--- src/rtl/pvic_pkg.sv ---
package pvic_pkg;
  localparam int NUM_IRQ = 8;
  localparam int IDX_W   = $clog2(NUM_IRQ);

  typedef enum logic [1:0] {ST_RUN, ST_BASE, ST_CASC, ST_MODE} cfg_st_t;

  // lowest set index of a request vector (0 when empty)
  function automatic logic [IDX_W-1:0] pick_first(input logic [NUM_IRQ-1:0] req);
    logic [IDX_W-1:0] r;
    r = '0;
    for (int i = NUM_IRQ-1; i >= 0; i--)
      if (req[i]) r = IDX_W'(i);
    return r;
  endfunction

  // bits 0..idx set
  function automatic logic [NUM_IRQ-1:0] up_to(input logic [IDX_W-1:0] idx);
    logic [NUM_IRQ-1:0] m;
    for (int i = 0; i < NUM_IRQ; i++)
      m[i] = (IDX_W'(i) <= idx);
    return m;
  endfunction

  function automatic logic [7:0] vec_calc(input logic [7:0] base, input logic [IDX_W-1:0] idx);
    return base + 8'(idx);
  endfunction

  function automatic logic [NUM_IRQ-1:0] one_hot(input logic [IDX_W-1:0] idx);
    return NUM_IRQ'(1) << idx;
  endfunction
endpackage

--- src/rtl/pvic_regif.sv ---
module pvic_regif
  import pvic_pkg::*;
(
  input  logic               clk,
  input  logic               rst_n,
  input  logic               wr_en,
  input  logic               wr_sel,
  input  logic [7:0]         wdata,
  output logic [NUM_IRQ-1:0] mask_q,
  output logic [7:0]         base_q,
  output logic [7:0]         casc_q,
  output logic               aeoi_q,
  output logic               rd_isr_q,
  output logic               in_run,
  output logic               cfg_start,
  output logic [NUM_IRQ-1:0] eoi_clr
);
  cfg_st_t st_q;
  logic    want_mode_q;

  logic cmd_wr, dat_wr, sel_cmd, eoi_cmd;
  assign cmd_wr    = wr_en & ~wr_sel;
  assign dat_wr    = wr_en &  wr_sel;
  assign cfg_start = cmd_wr &  wdata[4];
  assign sel_cmd   = cmd_wr & ~wdata[4] &  wdata[3];
  assign eoi_cmd   = cmd_wr & ~wdata[4] & ~wdata[3] & (wdata[7:5] == 3'b011);
  assign eoi_clr   = eoi_cmd ? one_hot(wdata[IDX_W-1:0]) : '0;
  assign in_run    = (st_q == ST_RUN);

  always_ff @(posedge clk) begin
    if (!rst_n) begin
      st_q        <= ST_RUN;
      mask_q      <= '1;
      base_q      <= '0;
      casc_q      <= '0;
      aeoi_q      <= 1'b0;
      rd_isr_q    <= 1'b0;
      want_mode_q <= 1'b0;
    end else if (cfg_start) begin
      st_q        <= ST_BASE;
      mask_q      <= '0;
      aeoi_q      <= 1'b0;
      rd_isr_q    <= 1'b0;
      want_mode_q <= wdata[0];
    end else begin
      if (sel_cmd && wdata[1]) rd_isr_q <= wdata[0];
      if (dat_wr) begin
        unique case (st_q)
          ST_BASE: begin base_q <= wdata; st_q <= ST_CASC; end
          ST_CASC: begin casc_q <= wdata; st_q <= want_mode_q ? ST_MODE : ST_RUN; end
          ST_MODE: begin aeoi_q <= wdata[1]; st_q <= ST_RUN; end
          default: mask_q <= wdata[NUM_IRQ-1:0];
        endcase
      end
    end
  end
endmodule

--- src/rtl/pvic_arb.sv ---
module pvic_arb
  import pvic_pkg::*;
(
  input  logic [NUM_IRQ-1:0] req,
  input  logic [NUM_IRQ-1:0] isr,
  output logic               any_elig,
  output logic [IDX_W-1:0]   win_idx
);
  logic blocked;
  assign win_idx  = pick_first(req);
  assign blocked  = |(isr & up_to(win_idx));
  assign any_elig = (|req) & ~blocked;
endmodule

--- src/rtl/pvic_state.sv ---
module pvic_state
  import pvic_pkg::*;
(
  input  logic               clk,
  input  logic               rst_n,
  input  logic [NUM_IRQ-1:0] irq_in,
  input  logic               clr_all,
  input  logic [NUM_IRQ-1:0] eoi_clr,
  input  logic [NUM_IRQ-1:0] ack_set,
  output logic [NUM_IRQ-1:0] irr_q,
  output logic [NUM_IRQ-1:0] isr_q
);
  always_ff @(posedge clk) begin
    if (!rst_n) begin
      irr_q <= '0;
      isr_q <= '0;
    end else begin
      irr_q <= irq_in;
      if (clr_all) isr_q <= '0;
      else         isr_q <= (isr_q & ~eoi_clr) | ack_set;
    end
  end
endmodule

--- src/rtl/pvic_top.sv ---
module pvic_top
  import pvic_pkg::*;
(
  input  logic       clk,
  input  logic       rst_n,
  input  logic       bus_wr,
  input  logic       bus_sel,
  input  logic [7:0] bus_wdata,
  output logic [7:0] bus_rdata,
  input  logic [7:0] irq_in,
  output logic       cpu_int,
  input  logic       cpu_ack,
  output logic [7:0] vec_out,
  output logic       vec_valid,
  output logic [7:0] casc_cfg
);
  logic [NUM_IRQ-1:0] mask_q, irr_q, isr_q, eoi_clr, ack_set, req;
  logic [7:0]         base_q;
  logic               aeoi_q, rd_isr_q, in_run, cfg_start, any_elig;
  logic [IDX_W-1:0]   win_idx;

  pvic_regif u_regif (
    .clk(clk), .rst_n(rst_n), .wr_en(bus_wr), .wr_sel(bus_sel), .wdata(bus_wdata),
    .mask_q(mask_q), .base_q(base_q), .casc_q(casc_cfg), .aeoi_q(aeoi_q),
    .rd_isr_q(rd_isr_q), .in_run(in_run), .cfg_start(cfg_start), .eoi_clr(eoi_clr)
  );

  assign req = irr_q & ~mask_q;

  pvic_arb u_arb (.req(req), .isr(isr_q), .any_elig(any_elig), .win_idx(win_idx));

  assign ack_set = (cpu_ack && any_elig && !aeoi_q) ? one_hot(win_idx) : '0;

  pvic_state u_state (
    .clk(clk), .rst_n(rst_n), .irq_in(irq_in), .clr_all(cfg_start),
    .eoi_clr(eoi_clr), .ack_set(ack_set), .irr_q(irr_q), .isr_q(isr_q)
  );

  assign cpu_int   = any_elig;
  assign vec_valid = cpu_ack;
  assign vec_out   = cpu_ack ? vec_calc(base_q, any_elig ? win_idx : IDX_W'(NUM_IRQ-1)) : 8'h00;
  assign bus_rdata = bus_sel ? mask_q : (rd_isr_q ? isr_q : irr_q);
endmodule

--- config.mk ---
export PLATFORM = sky130hd
export DESIGN_NAME = pvic_top
export DESIGN_NICKNAME = d
export VERILOG_FILES = /design/src/rtl/pvic_pkg.sv /design/src/rtl/pvic_regif.sv /design/src/rtl/pvic_arb.sv /design/src/rtl/pvic_state.sv /design/src/rtl/pvic_top.sv
export SDC_FILE = /design/constraint.sdc
export NUM_CORES = 1
export LEC_CHECK = 0
export BUFFER_PORTS_ARGS = -buffer_cell sky130_fd_sc_hd__clkbuf_2
export CAP_MARGIN = 15
export CORE_UTILIZATION = 30
export CTS_CLUSTER_DIAMETER = 100
export DETAILED_ROUTE_END_ITERATION = 12
export HOLD_SLACK_MARGIN = 0.12
export PLACE_DENSITY = 0.47
export SLEW_MARGIN = 25
export SYNTH_ARGS = -nofsm -noshare
export SYNTH_HDL_FRONTEND = slang
export SYNTH_HIERARCHICAL = 1
export SYNTH_SLANG_ARGS = --single-unit
--- constraint.sdc ---
create_clock -name clk -period 6 [get_ports clk]
set_input_delay 1.5 -clock clk [delete_from_list [all_inputs] [get_ports clk]]
set_output_delay 1.5 -clock clk [all_outputs]
set_load 0.05 [all_outputs]
Word level (Yosys, flattened, before mapping)
Index checks and enable logic that the tools add are counted. Widths: inputs -> output; s select.

Logic and storage cells: 84. Input port bits: 21. Flip-flop bits (word level): 45. Output and inout bits: 26.

Eq/ne operators: 5. Bitwise logic cells: 20. $lt $le $gt $ge: 8. Shift-type cells: 2. Reduce and logical (&&, ||, !) cells: 17. Add/sub/neg operators: 1. Mux-type cells: 21.

Operator list (number): $mux 8 (8); $mux 3 (9); $and 8x8->8 (3); $not 8->8 (2); $reduce_or 8->1 (2); $shl 1x3->8 const A (2); $le 3x3->1 const A (4); $add 8x3->8 (1); $and 1x1->1 (8); $or 8x8->8 (1); $reduce_and 2->1 (4); $le 1x3->1 const A (2); $le 2x3->1 const A (2); $not 1->1 (6); $pmux 2 s3 (1); $reduce_and 3->1 (2); $eq 2x2->1 const B (2); $reduce_bool 4->1 (1); $eq 3x2->1 const B (1); $logic_and 1x1->1 (3); $reduce_bool 3->1 (1); $reduce_or 3->1 (1); $eq 2x1->1 const B (1); $mux 1 (2); 5 further kinds (5).

Logic depth before layout (Yosys ltp)
Gate-level depths: netlist (run 1).

Depth in word-level cells: 19. Depth in mapped cells: 14. Depth with buffers taken out: 14.

Cells and area by module
Netlist (run 1), hierarchy kept.

By module, submodules not included: pvic_regif (area each 1261.2 um^2, cells each 127, times used 1); pvic_top (area each 550.5 um^2, cells each 83, times used 1); pvic_state (area each 538.0 um^2, cells each 50, times used 1); pvic_arb (area each 176.4 um^2, cells each 26, times used 1).

Least setup slack after synthesis (run 1)
Ideal clock, no wire load.

Path kind: flip-flop to output port. Start: register u_state.irr_q[6]. End: output port vec_out[2]. Setup slack: 0.323 ns. Data arrival time: 4.177 ns. Required time: 4.500 ns. Cell stages (with the launch flop): 11. Path through: dfxtp_1 -> nor2b_1 -> nor2b_4 -> o21bai_4 -> or3b_1 -> a311o_1 -> a221oi_2 -> nand2b_1 -> ha_1 -> and2b_2 -> nor3b_1.

Word-level cells in the longest chain between the ends: 16. Elaborated cells on any way between the ends: 24. Those cells by class: 1 x add/sub; 8 x order compare; 9 x mux; 4 x bitwise; 2 x reduce/logical.

Ends and longest elaborated chain: start, declared (line pvic_state.sv:10) `output logic [NUM_IRQ-1:0] irr_q,`; start signal, assigned (line pvic_state.sv:18) `irr_q <= irq_in;`; $and 8x8->8 * (line pvic_top.sv:28) `assign req = irr_q & ~mask_q;`; named net req[6] (line pvic_top.sv:17) `logic [NUM_IRQ-1:0] mask_q, irr_q, isr_q, eoi_clr, ack_set, req;`; $mux 3 (7 in a row) (line pvic_pkg.sv:12) `if (req[i]) r = IDX_W'(i);`; $le 1x3->1 (tied with other cells) (line pvic_pkg.sv:20) `m[i] = (IDX_W'(i) <= idx);`; $and 8x8->8 (line pvic_arb.sv:11) `assign blocked = |(isr & up_to(win_idx));`; $reduce_or 8->1 (line pvic_arb.sv:11); $not 1->1 (line pvic_arb.sv:12) `assign any_elig = (|req) & ~blocked;`; $and 1x1->1 * (line pvic_arb.sv:12); named net cpu_int (line pvic_top.sv:11) `output logic cpu_int,`; $mux 3 * (line pvic_top.sv:41) `assign vec_out = cpu_ack ? vec_calc(base_q, any_elig ? win_idx : IDX_W'(NUM_IRQ-1)) : 8'h00;`; $add 8x3->8 * (line pvic_pkg.sv:25) `return base + 8'(idx);`; $mux 8 * (line pvic_top.sv:41); end, declared (line pvic_top.sv:13) `output logic [7:0] vec_out,`.

The timed path passes the listed nets; every way through them passes the cells marked *.

Final worst setup path (run 1)
Start: register u_state.irr_q[6]. End: output port vec_out[6].

Word-level cells in the longest chain between the ends: 16. Elaborated cells on any way between the ends: 24. Those cells by class: 1 x add/sub; 8 x order compare; 9 x mux; 4 x bitwise; 2 x reduce/logical.

Ends and longest elaborated chain (line): $and 8x8->8 * (pvic_top.sv:28); named net req[6] (pvic_top.sv:17); $mux 3 (7 in a row) (pvic_pkg.sv:12); $le 1x3->1 (tied with other cells) (pvic_pkg.sv:20); $and 8x8->8 (pvic_arb.sv:11); $reduce_or 8->1 (pvic_arb.sv:11); $not 1->1 (pvic_arb.sv:12); $and 1x1->1 (pvic_arb.sv:12); $mux 3 * (pvic_top.sv:41); $add 8x3->8 * (pvic_pkg.sv:25); $mux 8 * (pvic_top.sv:41).

Marked as above.

==> run metrics, run 1 <==
run status=completed; largest stage delay on the critical path=0.36 ns; die height=93.8 um; arrival time at the worst endpoint=3.58 ns; post-CTS sizing=0; largest net degree at the start of global routing=28; WS Path Type=flip-flop to output pin; first-pass GRT wire length=10.0 mm; number of stages on the worst setup path=15; cts bufs inserted=5; number of synthesized flops with an enable pin=0; vias in the first global route=1914; gr ovfl total=0; CTS Buffer Depth=2; number of cells on the worst hold path=2; first drt pass iteration count=4; period utilisation layout=0.847; IO Pins=47; Initial DRC Count=121; IO buf count=46; DRC viols=0; CP startpoint kind=flip-flop; Crit Path Max Fanout=5; CTS tree=done; Synth Net Count=315; Root Buffer=clkbuf_8; Yosys top cell area share=0.357; Slew @ Worst Pin=0.567 ns; Hold WC Path Type=flip-flop to flip-flop; CP Buf/Inv Count=2; PD cells=237 nW/um2; worst path required time=4.50 ns; Final Hold Fails=0; Most common cell on crit path=nor2b_4; Peak Freq=197 MHz; vias per inst=4.67; Clock H-tree levels=2; Period minus WS final=5.08 ns; post-CTS setup buffers=0; fin. max-slew vios=0; library cells used by synthesis=49; Synth Instances=286; Power, Total=696 uW; Post-synth top flop=dfxtp_1; GRT Total Usage=0.150; # clock sinks=45; r2r worst-path depth=11; register area share after synthesis=0.357; Layout Nets=359; Setup Skew=0.0161 ns; WL/cell=14.4 um; Synth area leader=dfxtp_1; Cell Area, Synth=2530 um2; synthesized flop and latch total=45; Skew-Pair Late Insertion Delay=0.30 ns; dpl hpwl=4.70 mm; initial core utilization=0.309; FP Rows=33; CTS Hold Bufs=0; Slew Limit Headroom=0.622; commonest non-fill, non-tap cell in the layout=clkbuf_2; Crit path max-delay family=simple AND/OR/NAND/NOR gates; asr flop ratio synth=0; Critical Path, Cell by Cell=nor2b_1 > nor2b_4 > o21bai_4 > or3b_1 > a311o_1 > a221oi_2 > nand2b_1 > ha_1 > inv_1 > fa_1 > nor2b_4 > o2111ai_2 > xnor2_1 > and2_1 > clkbuf_2; setup violators final=0; most frequent cells in the layout=46 x clkbuf_2, 45 x dfxtp_1, 35 x nor2_1, 25 x mux2i_1, 19 x nand2b_1; GP Congestion=0.784; Final ANT Viol Nets=0; clock-pin slew on the worst setup and hold paths=0.10 ns; dpl ws=1.23 ns; initial antenna violation count=0; Area contributors post-synth=dfxtp_1 36%, mux2i_1 9.9%, nor2_1 5.2%, nand2b_1 4.7%, a221o_1 3.6%; setup ws final=0.916 ns; Setup crit end kind=output pin; WL final=6.26 mm; syn_area_per_cell=8.83 um2; RSZ-0062 raised after global routing=false; die area=8790 um2; max-cap violation count=0; core area=8180 um2; layout cells sized above 1=0.245; CP max-delay cell=a311o_1; Leak Pwr=1.28 nW; Die Wd=93.8 um; worst vdd ir=0.107 mV; Synth Warn #=6; Final TNS setup=0 ns; ant diodes=0; Area Growth Syn to Fin=16.3%; via count=2037
path summary, 6_finish.rpt:
path                       start             endpoint  slack [ns]
max             u_state/irr_q[6]           vec_out[6]        0.92
min          u_regif/want_mode_q  u_regif/want_mode_q        0.48
max reg2reg     u_state/irr_q[6]     u_state/isr_q[0]        3.32
min reg2reg  u_regif/want_mode_q  u_regif/want_mode_q        0.48
registers in the layout (all words and copies together) (netlist names):
register,count
u_state/irr_q,8
u_regif/mask_q,8
u_regif/rd_isr_q,1
u_regif/st_q,2
u_regif/aeoi_q,1
u_regif/casc_q,8
u_state/isr_q,8
u_regif/base_q,8
u_regif/want_mode_q,1
through the flow:
| stage | instances | util | hold slack [ns] | cell area, um2 |
|---|---|---|---|---|
| floorplan | 286 | - | 0.444 | 2530 |
| global route | 436 | 0.360 | 0.531 | 2940 |
| CTS | 436 | 0.360 | 0.487 | 2940 |
| finish | 436 | 0.360 | 0.481 | 2940 |
| detailed placement | 428 | 0.346 | 0.473 | 2830 |
| global placement | 428 | 0.346 | 0.465 | 2830 |
worst register-to-register path: stages (launching register included):
cell and delay (ns):
dfxtp_1 0.33, nor2b_1 0.30, nor2b_4 0.08, o21bai_4 0.13, or3b_1 0.35, a311o_1 0.36
a221oi_2 0.36, nand2b_1 0.14, nand2b_1 0.22, nor3_1 0.16, inv_1 0.07, a21oi_2 0.10
synth_stat cells, types with 3 or more instances:
library cell,count
and2_1,14
nand2_1,18
a21oi_2,9
o21ai_0,8
nand3_1,5
a21oi_1,10
dfxtp_1,45
ha_1,7
nor3_1,4
nand2b_1,19
mux2i_1,25
clkbuf_1,4
nor2_1,35
nor4_1,3
a221o_1,9
buf_6,3
inv_1,17
nor2b_1,10
nand3_2,3
per-layer routing:
metal | global-route usage | vias up | share of wire
li1 | - | 1066 | -
met1 | 0.210 | 934 | 0.51
met2 | 0.233 | 33 | 0.45
met3 | 0.0299 | 4 | 0.034
met4 | 0.0385 | 0 | 0.0089
met5 | 0 | - | 0
kinds of logic after synthesis:
| family | after synthesis | synth area share |
|---|---|---|
| fa+ha+maj | 8 | 0.0426 |
| buf+inv | 29 | 0.0555 |
| flops | 45 | 0.357 |
| xor+xnor | 4 | 0.0139 |
| simple gates | 126 | 0.280 |
| mux | 25 | 0.0991 |
| compound gates | 49 | 0.153 |
power by group:
group	switching, mW	internal, mW
combinational	0.0971	0.0454
clock	0.110	0.125
sequential	0.00883	0.309
total	0.216	0.480
area by class of cell:
| cell class | count | area (um2) |
|---|---|---|
| fill | 860 | 5240 |
| multi-input combinational | 212 | 1490 |
| sequential | 45 | 901 |
| timing repair buffer | 47 | 238 |
| tap | 105 | 131 |
| inverter | 19 | 71.3 |
| clock buffer | 5 | 68.8 |
| clock inverter | 3 | 43.8 |
(Power assumes the default switching activity.)
==> run 2, diff against run 1 <==
Settings changed: PLACE_DENSITY 0.47 to 0.49.
Clock period 6 ns to 4.1 ns, I/O delays scaled along.
==> run 2 against run 1 <==
  * The run now ends with negative setup slack left
  * First-iteration DRC count is 1.7% lower
  * Flip-flop and latch count stayed put
  * Critical path depth is 2 lower
  * Via count rose by 6.8%
  * Worst setup slack worse by 1.1 ns
  * Global-route usage increased by 1.4 points
  * Final area grew 11%
  * Core utilization grew 4.1 points
==> run metrics, run 2 (synthesis results as in run 1) <==
Power, Total=1.01 mW; Slew Limit Headroom=0.637; dpl ws=-0.00465 ns; arrival time at the worst endpoint=3.23 ns; reg2reg setup slack=1.68 ns; failing checks=negative setup slack; GRT Total Usage=0.164; Setup crit end=vec_out[6]; Initial DRC Count=119; vias per inst=4.80; Area Growth Syn to Fin=29.5%; largest net degree at the start of global routing=28; Crit path max-delay family=simple AND/OR/NAND/NOR gates; Final ANT Viol Nets=0; number of cells on the worst hold path=2; CTS Hold Bufs=0; hold_ws=0.483 ns; CTS Buffer Depth=2; FP Rows=33; Worst Setup SP=u_state/irr_q[6]; setup violators final=6; fin cells=453; worst vdd ir=0.125 mV; gr ovfl total=0; fin. max-slew vios=0; Core Util, Final=0.400; WL final=6.78 mm; max-cap violation count=0; # clock sinks=45; CP startpoint kind=flip-flop; PD cells=308 nW/um2; dpl hpwl=5.02 mm; initial antenna violation count=0; core area=8180 um2; Setup crit end kind=output pin; Skew-Pair Late Insertion Delay=0.30 ns; die area=8790 um2; Crit Path Max Fanout=5; first drt pass iteration count=4; largest stage delay on the critical path=0.36 ns; GP Congestion=0.847; Most common cell on crit path=nor2b_4; Hold WC Path Type=flip-flop to flip-flop; CP max-delay cell=or3b_1; Final Hold Fails=0; layout cells sized above 1=0.362; RSZ-0062 raised after global routing=true; most frequent cells in the layout=41 x dfxtp_1, 39 x clkbuf_2, 33 x nor2_1, 25 x mux2i_1, 19 x nand2b_1; setup ws final=-0.155 ns; number of stages on the worst setup path=13; r2r worst-path depth=11; via count=2176; Peak Freq=235 MHz; period utilisation layout=1.04; WL/cell=15.0 um; Critical Path, Cell by Cell=nor2b_4 > nor2b_4 > o21bai_4 > or3b_1 > a311o_1 > a221oi_4 > nand2b_1 > ha_4 > nor2b_4 > o2111ai_2 > xnor2_1 > and2_4 > clkbuf_16; cts bufs inserted=5; ant diodes=0; first-pass GRT wire length=11.0 mm; WS Path Type=flip-flop to output pin; worst path required time=3.07 ns; CTS tree=done; Clock H-tree levels=2; RR Startpoint=u_state/irr_q[6]; CP Buf/Inv Count=1; initial core utilization=0.309; vias in the first global route=2124; Die Wd=93.8 um; Worst R2R End=u_state/isr_q[0]; Period minus WS final=4.26 ns; IO buf count=46; DRC viols=0; commonest non-fill, non-tap cell in the layout=dfxtp_1; Slew @ Worst Pin=0.545 ns; run status=complete, but fails checks; Post-Place Cells=437; IO Pins=47; Layout Nets=376; Root Buffer=clkbuf_8; clock-pin slew on the worst setup and hold paths=0.09 ns; die height=93.8 um; Setup Skew=0.00377 ns; Leak Pwr=1.40 nW
[run 2: cell types whose count changed in the layout (fill, tap and decap cells not counted), moves of 3 or more]
cell and delta:
nor2b_1 -8, buf_4 +16, dfxtp_2 +4, dfxtp_1 -4
and2_4 +3, and2_1 -5, nor2b_4 +6, clkbuf_2 -7
clkbuf_8 +3
[run 2: where the power goes]
group / internal (mW) / leakage (nW) / switching [mW]
clock network: 0.120 / 0.0374 / 0.160
logic: 0.102 / 0.992 / 0.158
registers: 0.453 / 0.368 / 0.0143
[run 2: worst min-delay path by stage]
| stage | from | end |
|---|---|---|
| final | u_regif/want_mode_q | u_regif/want_mode_q |
| after global placement | u_regif/want_mode_q | u_regif/want_mode_q |
| after CTS | u_regif/want_mode_q | u_regif/want_mode_q |
| after floorplan | u_regif/want_mode_q | u_regif/want_mode_q |
| after detailed placement | u_regif/want_mode_q | u_regif/want_mode_q |
| after global routing | u_regif/want_mode_q | u_regif/want_mode_q |
[run 2: what timing repair did]
item	4_1_cts	5_1_grt
pin swaps	3	6
buffers inserted	5	3
gates resized for setup	33	7
setup endpoints to repair	7	7
[run 2: per-layer routing]
metal,track usage,part of all wire,up-vias
met5,0,0,-
li1,-,-,1099
met4,0.0564,0.011,0
met3,0.0275,0.049,7
met2,0.259,0.47,48
met1,0.224,0.47,1022
[run 2: worst min-delay path, stage by stage, from the launching register on]
cell	delay (ns)
dfxtp_1	0.33
nand2_1	0.06
a21oi_1	0.05
[run 2: area by class of cell]
class,instances,area [um2]
Timing Repair Buffer,64,455
Sequential cell,45,906
Multi-Input combinational cell,212,1620
Clock buffer,6,72.6
Tap cell,105,131
Clock inverter,2,15.0
Inverter,19,71.3
Fill cell,855,4900
[run 2: metrics by stage]
stage / area [um2] / setup TNS, ns
after floorplan: 2600 / -0.0275
after global placement: 2970 / 0
after CTS: 3230 / -0.868
after global routing: 3270 / -1.67
final: 3270 / -0.600
after detailed placement: 2970 / -0.00465
